--- src/rtl/rtc_pkg.sv ---
package rtc_pkg;

    localparam int DATA_W = 16;
    localparam int ADDR_W = 2;
    localparam int N_IRQ  = 2;

    typedef enum logic [ADDR_W-1:0] {
        A_CTRL = 2'd0,
        A_MS   = 2'd1,
        A_HR   = 2'd2,
        A_IRQ  = 2'd3
    } addr_e;

    typedef struct packed {
        logic hold;
        logic mode24;
        logic adj;
        logic rst;
        logic run;
    } ctrl_t;

    typedef struct packed {
        logic       pm;
        logic [4:0] hour;
        logic [5:0] min;
        logic [5:0] sec;
    } time_t;

    function automatic time_t hour_step(time_t t, logic m24);
        time_t r = t;
        if (m24) begin
            r.hour = (t.hour >= 5'd23) ? 5'd0 : t.hour + 5'd1;
        end else if (t.hour == 5'd11) begin
            r.hour = 5'd12;
            r.pm   = ~t.pm;
        end else if (t.hour >= 5'd12) begin
            r.hour = 5'd1;
        end else begin
            r.hour = t.hour + 5'd1;
        end
        return r;
    endfunction

    function automatic time_t minute_step(time_t t, logic m24);
        time_t r = t;
        if (t.min >= 6'd59) begin
            r.min = 6'd0;
            r = hour_step(r, m24);
        end else begin
            r.min = t.min + 6'd1;
        end
        return r;
    endfunction

    function automatic time_t second_step(time_t t, logic m24);
        time_t r = t;
        if (t.sec >= 6'd59) begin
            r.sec = 6'd0;
            r = minute_step(r, m24);
        end else begin
            r.sec = t.sec + 6'd1;
        end
        return r;
    endfunction

    function automatic time_t round_half_minute(time_t t, logic m24);
        time_t r = t;
        r.sec = 6'd0;
        if (t.sec >= 6'd30) r = minute_step(r, m24);
        return r;
    endfunction

endpackage

--- src/rtl/rtc_ctrl_reg.sv ---
module rtc_ctrl_reg
    import rtc_pkg::*;
(
    input  logic  clk,
    input  logic  rst,
    input  logic  wr_lo,
    input  logic  wr_hi,
    input  ctrl_t wr_val,
    input  logic  adj_done,
    input  logic  sec_event,
    output ctrl_t ctrl_q,
    output logic  trim_busy
);

    always_ff @(posedge clk) begin
        if (rst) begin
            ctrl_q <= '0;
        end else if (wr_lo) begin
            ctrl_q.run    <= wr_val.run;
            ctrl_q.rst    <= wr_val.rst;
            ctrl_q.mode24 <= wr_val.mode24;
            ctrl_q.hold   <= wr_val.hold & ~wr_val.rst;
            ctrl_q.adj    <= wr_val.adj & ~wr_val.rst;
        end else if (adj_done) begin
            ctrl_q.adj <= 1'b0;
        end
    end

    always_ff @(posedge clk) begin
        if (rst) begin
            trim_busy <= 1'b0;
        end else if (wr_hi && !trim_busy) begin
            trim_busy <= 1'b1;
        end else if (sec_event) begin
            trim_busy <= 1'b0;
        end
    end

endmodule

--- src/rtl/rtc_time_core.sv ---
module rtc_time_core
    import rtc_pkg::*;
#(
    parameter int SUB_W = 8
) (
    input  logic       clk,
    input  logic       rst,
    input  logic       tick,
    input  ctrl_t      ctrl,
    input  logic       wr_ms_lo,
    input  logic       wr_ms_hi,
    input  logic       wr_hr_lo,
    input  logic [5:0] sec_wr,
    input  logic [5:0] min_wr,
    input  logic [4:0] hour_wr,
    input  logic       pm_wr,
    output time_t      tm,
    output logic       busy,
    output logic       sec_event,
    output logic       inc_pulse,
    output logic       min_pulse,
    output logic       adj_done
);

    logic [SUB_W-1:0] sub_q;
    logic             pend_q;
    time_t            stepped;
    time_t            nxt;

    assign sec_event = tick & ctrl.run & ~ctrl.rst & (&sub_q);
    assign inc_pulse = (sec_event | pend_q) & ~ctrl.hold;
    assign adj_done  = ctrl.adj & ~ctrl.hold & ~inc_pulse;
    assign min_pulse = (inc_pulse | adj_done) & (stepped.min != tm.min);

    always_comb begin
        if (inc_pulse)
            stepped = second_step(tm, ctrl.mode24);
        else if (adj_done)
            stepped = round_half_minute(tm, ctrl.mode24);
        else
            stepped = tm;
        nxt = stepped;
        if (wr_ms_lo) nxt.sec = sec_wr;
        if (wr_ms_hi) nxt.min = min_wr;
        if (wr_hr_lo) begin
            nxt.hour = hour_wr;
            nxt.pm   = pm_wr;
        end
    end

    always_ff @(posedge clk) begin
        if (rst || ctrl.rst)
            sub_q <= '0;
        else if (tick && ctrl.run)
            sub_q <= sub_q + 1'b1;
    end

    always_ff @(posedge clk) begin
        if (rst || ctrl.rst)
            pend_q <= 1'b0;
        else if (ctrl.hold)
            pend_q <= pend_q | sec_event;
        else
            pend_q <= pend_q & sec_event;
    end

    always_ff @(posedge clk) begin
        if (rst) begin
            tm   <= '0;
            busy <= 1'b0;
        end else begin
            tm <= nxt;
            if (inc_pulse || adj_done)
                busy <= 1'b1;
            else if (tick)
                busy <= 1'b0;
        end
    end

endmodule

--- src/rtl/rtc_irq_unit.sv ---
module rtc_irq_unit
    import rtc_pkg::*;
(
    input  logic             clk,
    input  logic             rst,
    input  logic [N_IRQ-1:0] set_i,
    input  logic             clr_wr,
    input  logic [N_IRQ-1:0] clr_bits,
    input  logic             en_wr,
    input  logic [N_IRQ-1:0] en_bits,
    output logic [N_IRQ-1:0] flags,
    output logic [N_IRQ-1:0] en_q,
    output logic             irq
);

    for (genvar i = 0; i < N_IRQ; i++) begin : g_flag
        logic f_q;
        always_ff @(posedge clk) begin
            if (rst)
                f_q <= 1'b0;
            else if (set_i[i])
                f_q <= 1'b1;
            else if (clr_wr && clr_bits[i])
                f_q <= 1'b0;
        end
        assign flags[i] = f_q;
    end

    always_ff @(posedge clk) begin
        if (rst)
            en_q <= '0;
        else if (en_wr)
            en_q <= en_bits;
    end

    assign irq = |(flags & en_q);

endmodule

--- src/rtl/rtc_counter_ctrl.sv ---
module rtc_counter_ctrl
    import rtc_pkg::*;
#(
    parameter int SUB_W = 8
) (
    input  logic              clk,
    input  logic              rst,
    input  logic              tick_256,
    input  logic              wr_en,
    input  logic [ADDR_W-1:0] wr_addr,
    input  logic [1:0]        wr_strb,
    input  logic [DATA_W-1:0] wr_data,
    input  logic [ADDR_W-1:0] rd_addr,
    output logic [DATA_W-1:0] rd_data,
    output logic              irq
);

    localparam int PAD_W = 8 - N_IRQ;

    ctrl_t            ctrl_q;
    ctrl_t            ctrl_wr;
    time_t            tm;
    logic             trim_busy;
    logic             cnt_busy;
    logic             sec_event;
    logic             inc_pulse;
    logic             min_pulse;
    logic             adj_done;
    logic [N_IRQ-1:0] irq_flags;
    logic [N_IRQ-1:0] irq_en;
    logic             wr_ctrl_lo, wr_ctrl_hi, wr_ms_lo, wr_ms_hi, wr_hr_lo;
    logic             wr_irq_lo, wr_irq_hi;
    logic             unused_bits;

    assign wr_ctrl_lo = wr_en && (wr_addr == A_CTRL) && wr_strb[0];
    assign wr_ctrl_hi = wr_en && (wr_addr == A_CTRL) && wr_strb[1];
    assign wr_ms_lo   = wr_en && (wr_addr == A_MS)   && wr_strb[0];
    assign wr_ms_hi   = wr_en && (wr_addr == A_MS)   && wr_strb[1];
    assign wr_hr_lo   = wr_en && (wr_addr == A_HR)   && wr_strb[0];
    assign wr_irq_lo  = wr_en && (wr_addr == A_IRQ)  && wr_strb[0];
    assign wr_irq_hi  = wr_en && (wr_addr == A_IRQ)  && wr_strb[1];

    assign ctrl_wr.run    = wr_data[0];
    assign ctrl_wr.rst    = wr_data[1];
    assign ctrl_wr.adj    = wr_data[2];
    assign ctrl_wr.mode24 = wr_data[4];
    assign ctrl_wr.hold   = wr_data[5];
    assign unused_bits    = ^{wr_data[15:14], wr_data[6]};

    rtc_ctrl_reg u_ctrl (
        .clk       (clk),
        .rst       (rst),
        .wr_lo     (wr_ctrl_lo),
        .wr_hi     (wr_ctrl_hi),
        .wr_val    (ctrl_wr),
        .adj_done  (adj_done),
        .sec_event (sec_event),
        .ctrl_q    (ctrl_q),
        .trim_busy (trim_busy)
    );

    rtc_time_core #(.SUB_W(SUB_W)) u_core (
        .clk       (clk),
        .rst       (rst),
        .tick      (tick_256),
        .ctrl      (ctrl_q),
        .wr_ms_lo  (wr_ms_lo),
        .wr_ms_hi  (wr_ms_hi),
        .wr_hr_lo  (wr_hr_lo),
        .sec_wr    (wr_data[5:0]),
        .min_wr    (wr_data[13:8]),
        .hour_wr   (wr_data[4:0]),
        .pm_wr     (wr_data[7]),
        .tm        (tm),
        .busy      (cnt_busy),
        .sec_event (sec_event),
        .inc_pulse (inc_pulse),
        .min_pulse (min_pulse),
        .adj_done  (adj_done)
    );

    rtc_irq_unit u_irq (
        .clk      (clk),
        .rst      (rst),
        .set_i    ({min_pulse, inc_pulse}),
        .clr_wr   (wr_irq_lo),
        .clr_bits (wr_data[N_IRQ-1:0]),
        .en_wr    (wr_irq_hi),
        .en_bits  (wr_data[8 +: N_IRQ]),
        .flags    (irq_flags),
        .en_q     (irq_en),
        .irq      (irq)
    );

    always_comb begin
        case (addr_e'(rd_addr))
            A_CTRL:  rd_data = {trim_busy, 7'd0, 1'b0, cnt_busy, ctrl_q.hold,
                                ctrl_q.mode24, 1'b0, ctrl_q.adj, ctrl_q.rst, ctrl_q.run};
            A_MS:    rd_data = {2'd0, tm.min, 2'd0, tm.sec};
            A_HR:    rd_data = {8'd0, tm.pm, 2'd0, tm.hour};
            default: rd_data = {{PAD_W{1'b0}}, irq_en, {PAD_W{1'b0}}, irq_flags};
        endcase
    end

endmodule

--- config.mk ---
export PLATFORM = sky130hd
export DESIGN_NAME = rtc_counter_ctrl
export DESIGN_NICKNAME = d
export VERILOG_FILES = /design/src/rtl/rtc_pkg.sv /design/src/rtl/rtc_ctrl_reg.sv /design/src/rtl/rtc_time_core.sv /design/src/rtl/rtc_irq_unit.sv /design/src/rtl/rtc_counter_ctrl.sv
export SDC_FILE = /design/constraint.sdc
export NUM_CORES = 1
export LEC_CHECK = 0
export BUFFER_PORTS_ARGS = -buffer_cell sky130_fd_sc_hd__buf_2
export CORE_ASPECT_RATIO = 0.6
export CORE_MARGIN = 5
export CORE_UTILIZATION = 45
export DETAILED_ROUTE_END_ITERATION = 16
export PLACE_DENSITY = 0.62
export SLEW_MARGIN = 20
export SYNTH_ARGS = -nofsm -noshare
export SYNTH_HDL_FRONTEND = slang
export SYNTH_HIERARCHICAL = 1
export SYNTH_SLANG_ARGS = --single-unit
--- constraint.sdc ---
create_clock -name clk -period 2.55 [get_ports clk]
set_clock_uncertainty 0.1 [all_clocks]
set_input_delay 0 -clock clk [delete_from_list [all_inputs] [get_ports clk]]
set_output_delay 0 -clock clk [all_outputs]
set_load 0.005 [all_outputs]
==> impl_metrics.tcl <==
set metrics [dict create \
    synthSimpleGateAreaFrac 0.2614 \
    io_pins 43 \
    synth.distinct_cells 58 \
    synth-edff-count 0 \
    grt_overflow 0 \
    grt_max_degree 34 \
    wirelength_mm 6.929 \
    drc_errors 0 \
    p_per_area_mw_per_mm2 437.0 \
    synth.area.mux_share 0.07242 \
    avgSynthCellArea_um2 8.093 \
    busiest_layer "met1" \
    fin_cells 420 \
    cp_slowest_stage_delay_ps 540 \
    crit_fanout 7 \
    numCtsBuffers 5 \
    clkSinkCount 38 \
    stdcell_area_mm2 0.002947 \
    dr.first_iter.drc_count 170 \
    antenna_found_initial 0 \
    synthCells 301 \
    synth_async_sr_flop_share 0 \
    die-area_mm2 0.007033 \
    post-route-period-util 0.9226 \
    hold_end "u_irq/g_flag[0].f_q$_SDFFE_PP0P_" \
    synth_top_family_by_area "simple AND/OR/NAND/NOR gates" \
    hold_viol_final 0 \
    grt_first_pass_wirelength_mm 11.01 \
    yosys-top-cells-area "dfxtp_1 31%, nor2_1 5.5%, mux2i_1 4.5%" \
    start_kind "flop" \
    ff2ff_path_depth 6 \
    cts_tree "done" \
    whs_path_depth 4 \
    ant_nets 0 \
    h-tree-depth 2 \
    insertedDiodeCount 0 \
    dpl_cell_area_mm2 0.002663 \
    maxSlewHeadroom 0.5409 \
    yosysTopAreaCell "dfxtp_1" \
    peakVddDrop_v 0.0003022 \
    timing.rr.start "u_core/sub_q[0]$_SDFFE_PP0N_" \
    drive_gt1_frac 0.1780 \
    final_nets 386 \
    synthFlopType "dfxtp_1" \
    start_util 0.4726 \
    fin_ws_ps 197.3 \
    rsz0062_at_grt "no" \
    end_kind "flop" \
    grt_pass1_vias 2171 \
    wl_per_cell_um 16.50 \
    portBuffers 38 \
    dr.pass1.iters 6 \
    cts.reportedPaths.clkPinSlew_ps 90 \
    pre_cts_slack_ps 145.2 \
    criticalPathCategory "reg -> reg" \
    rows 20 \
    post_cts_buffers 0 \
    dieWidth_um 105.0 \
    grtUsageMet3 0.05034 \
    dp_hpwl_mm 4.869 \
    required_ps 2660 \
    synth_area_mm2 0.002436 \
    p_leak_nw 1.112 \
    layout_min_cycle_time_ps 2353 \
    syn2layout_area_growth_pct 20.96 \
    use_met2 0.2751 \
    crit_path_top_delay_cell "or4_1" \
    grt_use_met1 0.2891 \
    yosys_register_bits 38 \
    slew_viol_final 0 \
    min_from "wr_strb[0]" \
    fmax_ghz 0.4251 \
    core_area_mm2 0.005155 \
    die_y_um 66.99 \
    ys_seq_area_frac 0.3123 \
    cp_data_arrival_time_ps 2460 \
    max_cap_violations 0 \
    synth_fp_nets 334 \
    synth.top_cell.area_share 0.3123 \
    vias_per_cell 5.683 \
    setup_viol 0 \
    reg2reg_to "u_core/tm[17]$_SDFFE_PP0P_" \
    clk_latency_ps 300 \
    routabilityCongestion 0.8996 \
    dp.cells 395 \
    grt_usage 0.1977 \
    synthAdderAreaFrac 0.03595 \
    synth_compound_area_frac 0.2250 \
    vias 2387 \
    worst-r2r-setup-slack_ps 200 \
    ys_warn_count 6 \
    crit_chain "ha_1 > nand4_1 > o31a_1 > mux2i_2 > or4_1 > a311oi_1" \
    cp.buffers_inverters 0 \
    synth-xor-area-share 0.02157 \
    hp-class "in -> reg" \
    cts_buffer_depth 2 \
    cts-root-buf "clkbuf_8" \
    setup_tns_ps 0 \
    status "completed" \
    tightest_slew_ps 686.1 \
    cp_top_family "simple AND/OR/NAND/NOR gates" \
]
==> Yosys cell counts (3+ instances only) <==
cell type and n:
a211oi_1 4, a21oi_1 18, a311oi_1 6, and2_1 5, buf_4 5, clkbuf_1 8
dfxtp_1 38, ha_1 7, inv_1 18, mux2i_1 11, nand2_1 23, nand2b_1 9
nand3_1 10, nand4_1 5, nor2_1 36, nor2b_1 5, nor3_1 11, nor3b_1 5
o2111ai_1 4, o21ai_0 13, o2bb2ai_1 3, xor2_1 5
==> routing by layer <==
metal,up-vias,part of all wire
met5,-,0
li1,1196,-
met4,0,0.013
met2,69,0.40
met1,1112,0.53
met3,10,0.062
==> kinds of logic after synthesis <==
logic type | Yosys count
other | 1
xor gates and xnor gates | 6
muxes | 14
AOI/OAI and AO/OA | 75
and+or+nand+nor | 124
adders and majority gates | 7
DFF | 38
buffers and inverters | 36
==> state kept, by name, indices dropped and copies added, names as in the netlist <==
register          count
u_ctrl/trim_busy      1
u_core/tm            18
u_core/busy           1
u_irq/en_q            2
u_ctrl/ctrl_q         5
u_core/sub_q          8
u_irq/g_flag.f_q      2
u_core/pend_q         1
==> where the power goes <==
group          internal [mW]  switching, mW
registers              0.604         0.0166
clock network          0.291          0.244
logic                 0.0619         0.0702
total                  0.957          0.331
==> worst max-delay path by stage <==
| stage | end | depth (start not counted) | start |
|---|---|---|---|
| 2_1_floorplan | u_core/tm[17]$_SDFFE_PP0P_ | 6 | u_core/sub_q[0]$_SDFFE_PP0N_ |
| 3_3_place_gp | u_core/tm[13]$_SDFFE_PP0P_ | 7 | u_core/sub_q[0]$_SDFFE_PP0N_ |
| 3_5_place_dp | u_core/tm[11]$_SDFF_PP0_ | 7 | u_core/sub_q[0]$_SDFFE_PP0N_ |
| 4_1_cts | u_core/tm[11]$_SDFF_PP0_ | 7 | u_core/sub_q[0]$_SDFFE_PP0N_ |
| 5_1_grt | u_core/tm[11]$_SDFF_PP0_ | 7 | u_core/sub_q[0]$_SDFFE_PP0N_ |
| 6_report | u_core/tm[17]$_SDFFE_PP0P_ | 6 | u_core/sub_q[0]$_SDFFE_PP0N_ |
==> through the flow <==
stage,utilization,power (mW),hold WS (ps)
floorplan,-,0.6962,-30.93
global route,0.5716,1.338,90.21
CTS,0.5716,1.294,53.89
finish,0.5716,1.288,64.34
global placement,0.5165,0.7426,123.1
detailed placement,0.5165,0.7444,136.3
==> cell usage in the layout (no fill, tap or decap), types with 3 or more instances in the layout <==
cell type / n
nor3b_1: 5
nand3_1: 10
o2bb2ai_1: 3
a21oi_1: 18
nand2_1: 23
o21ai_0: 13
and2_1: 5
dlygate4sd3_1: 17
nor2b_1: 5
ha_1: 7
xor2_1: 5
nand4_1: 5
o2111ai_1: 4
a211oi_1: 4
mux2i_1: 11
buf_2: 38
clkbuf_8: 5
nor3_1: 11
nand2b_1: 9
dfxtp_1: 38
inv_1: 17
buf_4: 7
a311oi_1: 6
nor2_1: 36
==> repair_timing <==
action	CTS	global route
hold buffers	17	0
gates resized for setup	0	1
setup endpoints to repair	0	2
hold endpoints to repair	27	0
==> worst register-to-register path: stages, from the launching register on <==
cell and delay, ps:
dfxtp_1 390, ha_1 210, nand4_1 130, o31a_1 400
mux2i_2 240, or4_1 540, a311oi_1 260
==> layout make-up <==
| class | count | area, µm² |
|---|---|---|
| Tap cell | 66 | 82.58 |
| Clock buffer | 5 | 68.82 |
| Timing Repair Buffer | 62 | 412.9 |
| Clock inverter | 3 | 45.04 |
| Sequential cell | 38 | 760.7 |
| Multi-Input combinational cell | 227 | 1505 |
| Fill cell | 496 | 2208 |
| Inverter | 19 | 71.32 |
(Power assumes the default switching activity.)
